**src/rtl/sru_pkg.sv**
```systemverilog
package sru_pkg;
  localparam int ST_W   = 3;
  localparam int ST_ADR = 0;
  localparam int ST_BUS = 1;
  localparam int ST_LCK = 2;

  // control register offsets above the table region
  localparam int OFS_UNLOCK = 0;
  localparam int OFS_STATUS = 1;
  localparam int OFS_MASK   = 2;
  localparam int OFS_IEN    = 3;
  localparam int OFS_IDIS   = 4;
  localparam int OFS_ICLR   = 5;

  typedef enum logic [1:0] {FS_IDLE, FS_FWD, FS_RESP} fwd_st_e;
endpackage

```
**src/rtl/sru_table.sv**
```systemverilog
module sru_table #(
  parameter int          NUM_CH   = 63,
  parameter int          CW       = 6,
  parameter int          DW       = 32,
  parameter logic [31:0] RANGE_LO = 32'hFFFC_0000
) (
  input  logic          clk_i,
  input  logic          rst_ni,
  input  logic          wr_en_i,
  input  logic [CW-1:0] wr_idx_i,
  input  logic [DW-1:0] wr_data_i,
  input  logic [CW-1:0] cfg_idx_i,
  output logic [DW-1:0] cfg_data_o,
  input  logic [CW-1:0] fwd_idx_i,
  output logic [DW-1:0] fwd_addr_o,
  output logic          range_err_o
);
  localparam logic [CW:0] NUM_V = NUM_CH[CW:0];

  logic [DW-1:0] ent_q [NUM_CH];
  logic          in_rng;

  assign in_rng      = wr_data_i >= RANGE_LO[DW-1:0];
  assign range_err_o = wr_en_i && !in_rng;

  for (genvar g = 0; g < NUM_CH; g++) begin : g_ent
    always_ff @(posedge clk_i or negedge rst_ni) begin
      if (!rst_ni)                                      ent_q[g] <= '0;
      else if (wr_en_i && in_rng && wr_idx_i == CW'(g)) ent_q[g] <= wr_data_i;
    end
  end

  assign cfg_data_o = ({1'b0, cfg_idx_i} < NUM_V) ? ent_q[cfg_idx_i] : '0;
  assign fwd_addr_o = ({1'b0, fwd_idx_i} < NUM_V) ? ent_q[fwd_idx_i] : '0;
endmodule

```
**src/rtl/sru_irq.sv**
```systemverilog
module sru_irq #(
  parameter int NS = 3
) (
  input  logic          clk_i,
  input  logic          rst_ni,
  input  logic [NS-1:0] set_i,
  input  logic          ien_i,
  input  logic          idis_i,
  input  logic          iclr_i,
  input  logic [NS-1:0] bits_i,
  output logic [NS-1:0] status_o,
  output logic [NS-1:0] mask_o,
  output logic          irq_o
);
  logic [NS-1:0] status_q, mask_q;

  always_ff @(posedge clk_i or negedge rst_ni) begin
    if (!rst_ni) begin
      status_q <= '0;
      mask_q   <= '0;
    end else begin
      // a new event wins over a clear in the same cycle
      status_q <= (status_q & ~(iclr_i ? bits_i : '0)) | set_i;
      if (ien_i)       mask_q <= mask_q | bits_i;
      else if (idis_i) mask_q <= mask_q & ~bits_i;
    end
  end

  assign status_o = status_q;
  assign mask_o   = mask_q;
  assign irq_o    = |(status_q & mask_q);
endmodule

```
**src/rtl/sru_fwd.sv**
```systemverilog
module sru_fwd
  import sru_pkg::*;
#(
  parameter int NUM_CH = 63,
  parameter int CW     = 6,
  parameter int DW     = 32
) (
  input  logic          clk_i,
  input  logic          rst_ni,
  input  logic          unlock_we_i,
  input  logic [CW-1:0] unlock_ch_i,
  input  logic          chn_req_i,
  input  logic          chn_we_i,
  input  logic [CW-1:0] chn_idx_i,
  input  logic [DW-1:0] chn_wdata_i,
  input  logic [DW-1:0] tgt_addr_i,
  output logic [DW-1:0] chn_rdata_o,
  output logic          chn_ack_o,
  output logic          chn_err_o,
  output logic          mst_valid_o,
  output logic          mst_we_o,
  output logic [DW-1:0] mst_addr_o,
  output logic [DW-1:0] mst_wdata_o,
  input  logic          mst_ready_i,
  input  logic          mst_err_i,
  input  logic [DW-1:0] mst_rdata_i,
  output logic          lock_err_o,
  output logic          bus_err_o,
  output logic          armed_o
);
  localparam logic [CW:0] NUM_V = NUM_CH[CW:0];

  fwd_st_e       st_q;
  logic          armed_q;
  logic [CW-1:0] arm_ch_q;
  logic          err_q;
  logic [DW-1:0] rdata_q;
  logic          accept, hit;

  assign accept = (st_q == FS_IDLE) && chn_req_i;
  assign hit    = armed_q && (arm_ch_q == chn_idx_i) && ({1'b0, chn_idx_i} < NUM_V);

  always_ff @(posedge clk_i or negedge rst_ni) begin
    if (!rst_ni) begin
      armed_q  <= 1'b0;
      arm_ch_q <= '0;
    end else if (accept) begin
      armed_q  <= 1'b0;  // every access consumes the arm
    end else if (unlock_we_i) begin
      armed_q  <= {1'b0, unlock_ch_i} < NUM_V;
      arm_ch_q <= unlock_ch_i;
    end
  end

  always_ff @(posedge clk_i or negedge rst_ni) begin
    if (!rst_ni) begin
      st_q        <= FS_IDLE;
      err_q       <= 1'b0;
      rdata_q     <= '0;
      mst_we_o    <= 1'b0;
      mst_addr_o  <= '0;
      mst_wdata_o <= '0;
    end else begin
      unique case (st_q)
        FS_IDLE: if (chn_req_i) begin
          if (hit) begin
            st_q        <= FS_FWD;
            mst_we_o    <= chn_we_i;
            mst_addr_o  <= tgt_addr_i;
            mst_wdata_o <= chn_wdata_i;
          end else begin
            st_q    <= FS_RESP;
            err_q   <= 1'b1;
            rdata_q <= '0;
          end
        end
        FS_FWD: if (mst_ready_i || mst_err_i) begin
          st_q    <= FS_RESP;
          err_q   <= mst_err_i;
          rdata_q <= mst_err_i ? '0 : mst_rdata_i;
        end
        FS_RESP: st_q <= FS_IDLE;
        default: st_q <= FS_IDLE;
      endcase
    end
  end

  assign mst_valid_o = st_q == FS_FWD;
  assign chn_ack_o   = st_q == FS_RESP;
  assign chn_err_o   = chn_ack_o && err_q;
  assign chn_rdata_o = rdata_q;
  assign lock_err_o  = accept && !hit;
  assign bus_err_o   = mst_valid_o && mst_err_i;
  assign armed_o     = armed_q;
endmodule

```
**src/rtl/sec_remap.sv**
```systemverilog
module sec_remap
  import sru_pkg::*;
#(
  parameter int          NUM_CH   = 63,
  parameter int          DW       = 32,
  parameter logic [31:0] RANGE_LO = 32'hFFFC_0000,
  localparam int         CW       = $clog2(NUM_CH)
) (
  input  logic          clk_i,
  input  logic          rst_ni,
  input  logic          cfg_req_i,
  input  logic          cfg_we_i,
  input  logic [CW:0]   cfg_addr_i,
  input  logic [DW-1:0] cfg_wdata_i,
  output logic [DW-1:0] cfg_rdata_o,
  input  logic          chn_req_i,
  input  logic          chn_we_i,
  input  logic [CW-1:0] chn_idx_i,
  input  logic [DW-1:0] chn_wdata_i,
  output logic [DW-1:0] chn_rdata_o,
  output logic          chn_ack_o,
  output logic          chn_err_o,
  output logic          mst_valid_o,
  output logic          mst_we_o,
  output logic [DW-1:0] mst_addr_o,
  output logic [DW-1:0] mst_wdata_o,
  input  logic          mst_ready_i,
  input  logic          mst_err_i,
  input  logic [DW-1:0] mst_rdata_i,
  output logic          irq_o
);
  localparam logic [CW:0] NUM_V = NUM_CH[CW:0];

  logic            ctl_sel, cfg_wr, ctl_wr, tbl_wr;
  logic [CW-1:0]   ofs;
  logic [DW-1:0]   tbl_rdata, tgt_addr;
  logic            range_err, lock_err, bus_err, armed_w;
  logic [ST_W-1:0] set_v, status_w, mask_w;

  assign ctl_sel = cfg_addr_i[CW];
  assign ofs     = cfg_addr_i[CW-1:0];
  assign cfg_wr  = cfg_req_i && cfg_we_i;
  assign ctl_wr  = cfg_wr && ctl_sel;
  assign tbl_wr  = cfg_wr && !ctl_sel && ({1'b0, ofs} < NUM_V);

  sru_table #(.NUM_CH(NUM_CH), .CW(CW), .DW(DW), .RANGE_LO(RANGE_LO)) u_table (
    .clk_i, .rst_ni,
    .wr_en_i(tbl_wr), .wr_idx_i(ofs), .wr_data_i(cfg_wdata_i),
    .cfg_idx_i(ofs), .cfg_data_o(tbl_rdata),
    .fwd_idx_i(chn_idx_i), .fwd_addr_o(tgt_addr),
    .range_err_o(range_err)
  );

  always_comb begin
    set_v         = '0;
    set_v[ST_ADR] = range_err;
    set_v[ST_BUS] = bus_err;
    set_v[ST_LCK] = lock_err;
  end

  sru_irq #(.NS(ST_W)) u_irq (
    .clk_i, .rst_ni,
    .set_i (set_v),
    .ien_i (ctl_wr && ofs == CW'(OFS_IEN)),
    .idis_i(ctl_wr && ofs == CW'(OFS_IDIS)),
    .iclr_i(ctl_wr && ofs == CW'(OFS_ICLR)),
    .bits_i(cfg_wdata_i[ST_W-1:0]),
    .status_o(status_w), .mask_o(mask_w), .irq_o
  );

  sru_fwd #(.NUM_CH(NUM_CH), .CW(CW), .DW(DW)) u_fwd (
    .clk_i, .rst_ni,
    .unlock_we_i(ctl_wr && ofs == CW'(OFS_UNLOCK)),
    .unlock_ch_i(cfg_wdata_i[CW-1:0]),
    .chn_req_i, .chn_we_i, .chn_idx_i, .chn_wdata_i,
    .tgt_addr_i(tgt_addr),
    .chn_rdata_o, .chn_ack_o, .chn_err_o,
    .mst_valid_o, .mst_we_o, .mst_addr_o, .mst_wdata_o,
    .mst_ready_i, .mst_err_i, .mst_rdata_i,
    .lock_err_o(lock_err), .bus_err_o(bus_err), .armed_o(armed_w)
  );

  always_comb begin
    cfg_rdata_o = '0;
    if (!ctl_sel) cfg_rdata_o = tbl_rdata;
    else if (ofs == CW'(OFS_STATUS)) cfg_rdata_o[ST_W-1:0] = status_w;
    else if (ofs == CW'(OFS_MASK))   cfg_rdata_o[ST_W-1:0] = mask_w;
  end
endmodule

```
**config.mk**
```make
export PLATFORM = sky130hd
export DESIGN_NAME = sec_remap
export DESIGN_NICKNAME = d
export VERILOG_FILES = /design/src/rtl/sru_pkg.sv /design/src/rtl/sru_table.sv /design/src/rtl/sru_irq.sv /design/src/rtl/sru_fwd.sv /design/src/rtl/sec_remap.sv
export SDC_FILE = /design/constraint.sdc
export NUM_CORES = 2
export LEC_CHECK = 0
export BUFFER_PORTS_ARGS = -buffer_cell sky130_fd_sc_hd__buf_4
export CAP_MARGIN = 30
export CORE_MARGIN = 3
export CORE_UTILIZATION = 40
export CTS_CLUSTER_SIZE = 16
export DETAILED_ROUTE_END_ITERATION = 8
export GPL_TIMING_DRIVEN = 0
export PLACE_DENSITY_LB_ADDON = 0.15
export RECOVER_POWER = 100
export SYNTH_ARGS = -nofsm -noshare
export SYNTH_HDL_FRONTEND = slang
export SYNTH_SLANG_ARGS = --single-unit
```
**constraint.sdc**
```tcl
create_clock -name clk_i -period 2.9 [get_ports clk_i]
set_clock_uncertainty 0.05 [all_clocks]
set_input_delay 0.29 -clock clk_i [delete_from_list [all_inputs] [get_ports clk_i]]
set_output_delay 0.29 -clock clk_i [all_outputs]
set_load 0.02 [all_outputs]
```
Yosys cells after proc, flatten, opt, wreduce, memory -nomap -nowiden
Cells that the tools add are included.
- logic and storage cells: 280
- flip-flop bits (word level): 2129
- bits of input ports: 117
- output and inout port bits: 133
- order comparisons: 6
- muxes and demuxes: 30
- equal/unequal tests: 68
- reductions and logical operators: 93
- bitwise gates (word level): 10
- operators with widths (kind ; count):
    binary-select mux 32 bit (select 6 bit) ; 2
    two-way mux 32 bit ; 10
    == test 6 bit (second input constant) ; 31
    == test 6 x 5 -> 1 bit (second input constant) ; 16
    logical AND 1 bit ; 79
    case mux 32 bit (2 select lines) ; 1
    == test 6 x 4 -> 1 bit (second input constant) ; 8
    greater-or-equal comparator 32 bit (second input constant) ; 1
    two-way mux 29 bit ; 1
    == test 6 x 3 -> 1 bit (second input constant) ; 4
    less-than comparator 6 bit (second input constant) ; 3
    two-way mux 3 bit ; 6
    greater-or-equal comparator 7 bit (second input constant) ; 2
    inverter 6 -> 7 bit ; 2
    == test 6 x 2 -> 1 bit (second input constant) ; 2
    bitwise AND 3 bit ; 3
    == test 6 x 1 -> 1 bit (second input constant) ; 1
    == test 6 bit ; 1
    zero test 6 bit ; 1
    two-way mux 2 bit ; 3
    inequality test 2 bit (second input constant) ; 3
    inverter 3 bit ; 2
    bitwise OR 3 bit ; 2
    nonzero test 2 bit ; 3
    other kinds (13) ; 20

Depth between registers and ports, before layout
- depth after elaboration: 7
- gate-level depth with buffers: 12

Cells and area by module
Synthesis repeated with hierarchy kept, for this count alone.
- cells, all modules: 7059
- area, all modules: 107221.6 µm²
- modules (own cells, without submodules) (module ; cells each ; instances ; sequential area each (µm²) ; area an instance (µm²)):
    sru_table ; 6655 ; 1 ; 50448.4 ; 102275.6
    sru_fwd ; 327 ; 1 ; 2677.6 ; 4351.7
    sec_remap ; 57 ; 1 ; 0.0 ; 357.8
    sru_irq ; 20 ; 1 ; 150.1 ; 236.5

Worst setup path before layout
Ideal clock, no wire load.
- kind: input to output
- from: in cfg_addr_i[0]
- to: out cfg_rdata_o[13]
- cell stages on the path: 8
- path slack: -92 ps
- arrival: 2652 ps
- data required time: 2560 ps
- cell sequence: buf_2 > buf_2 > buf_2 > buf_1 > mux4_2 > mux4_2 > a22oi_1 > nand2_1
- word-level cells in the longest chain between the ends: 6
- elaborated cells on any way between the ends: 7
- ends and longest elaborated chain (element ; line ; RTL):
    from (decl) ; sec_remap.sv:13 ; input logic [CW:0] cfg_addr_i,
    inverter 6 -> 7 bit (not written as such) ; sru_table.sv:33 ; assign cfg_data_o = ({1'b0, cfg_idx_i} < NUM_V) ? ent_q[cfg_idx_i] : '0;
    binary-select mux 32 bit (select 6 bit) ; sru_table.sv:33 ;
    two-way mux 32 bit (not written as such) (2 in series) ; sru_table.sv:33 ;
    two-way mux 32 bit * ; sru_table.sv:33 ;
    two-way mux 29 bit * ; sec_remap.sv:85 ; if (!ctl_sel) cfg_rdata_o = tbl_rdata;
    to (decl) ; sec_remap.sv:15 ; output logic [DW-1:0] cfg_rdata_o,
Mark *: on every way between the ends. The rest lies on a longest branch, timed or not. The select of a mux whose other input is x is not followed.

Worst setup path in the final report
- from: in cfg_addr_i[1]
- to: reg u_table.ent_q[1358] (netlist name)
- word-level cells in the longest chain between the ends: 4
- elaborated cells on any way between the ends: 5
- ends and longest elaborated chain (element ; line ; RTL):
    less-than comparator 6 bit ; sec_remap.sv:44 ; assign tbl_wr = cfg_wr && !ctl_sel && ({1'b0, ofs} < NUM_V);
    logical AND 1 bit ; sec_remap.sv:44 ;
    logical AND 1 bit ; sru_table.sv:29 ; else if (wr_en_i && in_rng && wr_idx_i == CW'(g)) ent_q[g] <= wr_data_i;
    logical AND 1 bit * ; sru_table.sv:29 ;
    to (signal, indexed assignment) ; sru_table.sv:29 ;
    to (decl) ; sru_table.sv:20 ; logic [DW-1:0] ent_q [NUM_CH];
Mark *: on every way between the ends. The rest lies on a longest branch, timed or not.
A chain may end at the register's enable or synchronous reset.

==> results.md <==
- Post-synth top area share: 49.8%
- LEAKAGE: 64.9 nW
- Synth Instances: ~7.5k
- CTS Buf Count: 262
- # port buffers: roughly 230
- Minimum clock period: 4140 ps
- Main area contributors after synthesis: dfrtp_1 50%, mux4_2 20%, mux2_2 12%
- Reg-to-Reg End: u_fwd.mst_addr_o[12]
- Status: finished, violations left
- Post-DP Area: 119000 um^2
- Clk root buf: clkbuf_16
- Drt first pass iters: 8
- Slew HR: -51.7%
- Global-route wire length before repair: 870000 um
- I/O pin cnt: 250
- Final Cycle Share: 143%
- Distinct cells, synth: 67
- Post-Syn Area per Cell: 14.3 um^2
- Hold Path End: u_fwd.chn_rdata_o[23]
- Critical path endpoint category: flip-flop
- Share of layout cells above drive strength 1: approximately 43%
- Post-synth top cells: 2129 x dfrtp_1, 1137 x mux2_2, 927 x mux4_2
- Total die area: 274000 um^2
- Final Slew Violations: 661
- CTS tree: yes
- Delay of the slowest cell on the worst path: between 1000 and 1500 ps
- VDD IR max: 0.416 mV
- Die Ht: approximately 520 um
- DR vias: 89.2k
- Hold depth: 3
- Post-place setup slack: -3490 ps
- Post-synth EDFFs: 0
- Ys Warns: 0
- Violated checks: max-capacitance violations, max-slew violations, negative setup slack
- Async set-reset flop share out of synthesis: 100%
- Core Box Area: 266000 um^2
- Pwr/cell area: 543 nW/um^2
- Initial drt markers: 14.9k
- Startpoint Class: input pin
- Synth Flop Type: dfrtp_1
- Syn Std Cell Area: between 100000 and 150000 um^2
- HPWL Detailed: 504000 um
- GPL Wtd Cong: 1.07
- Yosys top cell by area: dfrtp_1
- Post-route setup TNS: -1029000 ps
- Final ANT Viol Nets: 0
- Critical Path RT: 3650 ps
- Clock-pin slew on the worst setup and hold paths: roughly 60 ps
- Area Growth Syn to Fin: 25.3%
- Critical Path, Cell by Cell: buf_12 > buf_12 > clkbuf_1 > clkbuf_2 > buf_16 > nor3_1 > nand2_1 > buf_2 > mux2_2
- Critical path class: input pin to flip-flop
- Total power: approximately 73 mW
- RSZ-0062 raised after global routing: yes
- Syn nets: 7628
- H-tree depth: 5
- GRT Total Usage: between 40% and 50%
- CTS Hold Buffers Added: 98
- Delay-heaviest family, CP: simple AND/OR/NAND/NOR gates
- Worst setup margin: -1240 ps
- Avg Vias per Cell: 7.15
- Final instance area: about 130000 um^2
- Flip-flop and latch count after synthesis: approximately 2.1k
- Max-Cap Viols: 6
- Final #Nets: between 8k and 9k
- Post-synthesis sequential area ratio: between 40% and 50%
- DRT Wirelength: 687000 um
- Largest net degree at the start of global routing: 183
- R2r worst-path depth: 9
- Total gr overflow: 0
- Critical-path maximum fanout: 10
- Hold crit path type: input pin to flip-flop
- Hold_sp: mst_rdata_i[23]
- Initial Util: 40.3%
- Critical Path Most Common Cell: buf_12
- Critical path buffers and inverters: 6
- DRC viols: 0
- Final Hold Vio Count: 0
- Slew @ Worst Pin: 2280 ps
- Arr. time, crit path: 4890 ps
- Wire per inst: 55.1 um
- CTS sink count: 2129
- Final setup fails: 2619
- Die width: about 520 um
- Longest Clk Path Bufs: 4
- Vias in the first global route: 82.6k
- Later-pin clock latency in the skew report: between 900 and 1000 ps
- Initial antenna violation count: 104
- Top-count cell post-synth: dfrtp_1
- Fin Hold WS: 43.0 ps
- Critical-path top delay cell: nor3_1
- Flop2flop setup slack: -330 ps
- Worst R2R Start: u_fwd.arm_ch_q[5]
- Fmax: 241 MHz
- Rows: between 150 and 200
[metal layers]
layer | share of wire, % | vias to the layer above | GRT usage (%)
li1 | - | 30600 | -
met4 | 10 | 48 | 40.7
met2 | 39 | 8803 | 63.9
met3 | 16 | 2608 | 27.6
met1 | 35 | 47200 | 59.1
met5 | 0.31 | - | 3.47
[worst min-delay path, cell delays in order]
cell and delay [ps]:
dlygate4sd3_1 520, buf_4 100, a22o_1 110
[timing repair]
| item | CTS | global route |
|---|---|---|
| gates resized for setup | 753 | 123 |
| endpoints found under the hold margin | 868 | 590 |
| buffers inserted | 182 | 55 |
| cloned | 2 | 4 |
| endpoints found under the setup margin | 2215 | 506 |
| pin swaps | 75 | 35 |
[layout by cell type (no fill, tap or decap), drive strengths merged, types with 18 or more instances in the layout]
cell type,n
diode,110
inv,23
nor3,38
o21ai,54
buf,930
mux2,1155
nand2b,903
bufinv,18
nand4,26
clkbuf,950
a22oi,163
a2111oi,23
a211oi,33
mux4,927
nand2,358
a21oi,61
a221oi,21
clkinv,36
nor2b,43
nor2,98
o211ai,32
dlygate4sd3,93
dfrtp,2129
o22ai,36
mux2i,370
nand3,97
a22o,47
[stage by stage]
stage                     utilization (%)  cells
after floorplan                         -   7511
after global placement               42.6  11300
after detailed placement             44.8  11600
after CTS                            50.3  12300
after global routing                 50.4  12400
final                                50.5  12500
[flip-flops by register name, indices dropped and copies added, names as in the netlist, named ones only]
name,cells
u_fwd.mst_addr_o,32
u_fwd.mst_we_o,1
u_fwd.err_q,1
u_irq.status_o,3
u_fwd.armed_o,1
u_fwd.chn_rdata_o,32
u_fwd.arm_ch_q,6
u_fwd.st_q,2
u_table.ent_q,2016
u_fwd.mst_wdata_o,32
[cell type report]
cell class	count	area [um^2]
fill	22800	132000
inverter	13	55.1
antenna	110	275
tap	3533	4420
buffer	707	4610
timing repair buffer	880	10300
multi-input combinational	4651	52400
clock buffer	392	7780
clock inverter	67	1040
sequential	2129	53300
[report_power, final]
part | internal [mW] | total, mW | switching, mW | leakage [nW]
clock | 20.3 | 34.7 | 14.4 | 4.33
combinational | 2.15 | 8.44 | 6.29 | 30.8
sequential | 29.7 | 29.7 | 0.00830 | 29.7
total | 52.1 | 72.9 | 20.7 | 64.9
[worst max path at each step]
stage	from	end	slack, ps	cells after the start
final	cfg_addr_i[1]	u_table.ent_q[1358]	-1240	9
after global routing	u_table.ent_q[249]	cfg_rdata_o[25]	-860	5
after CTS	u_table.ent_q[872]	cfg_rdata_o[8]	-860	5
after detailed placement	cfg_addr_i[0]	cfg_rdata_o[30]	-3490	14
after global placement	rst_ni	u_table.ent_q[1445]	-26360	1
after floorplan	cfg_addr_i[0]	cfg_rdata_o[0]	50	8
[cells by family after synthesis]
family / synth area share (%)
mux: 35.1
flops: 49.8
simple gates: 8.24
buf+inv: 2.85
compound gates: 3.98
xor+xnor: 0.0491
Note: power is estimated with default switching activity, not from simulation.
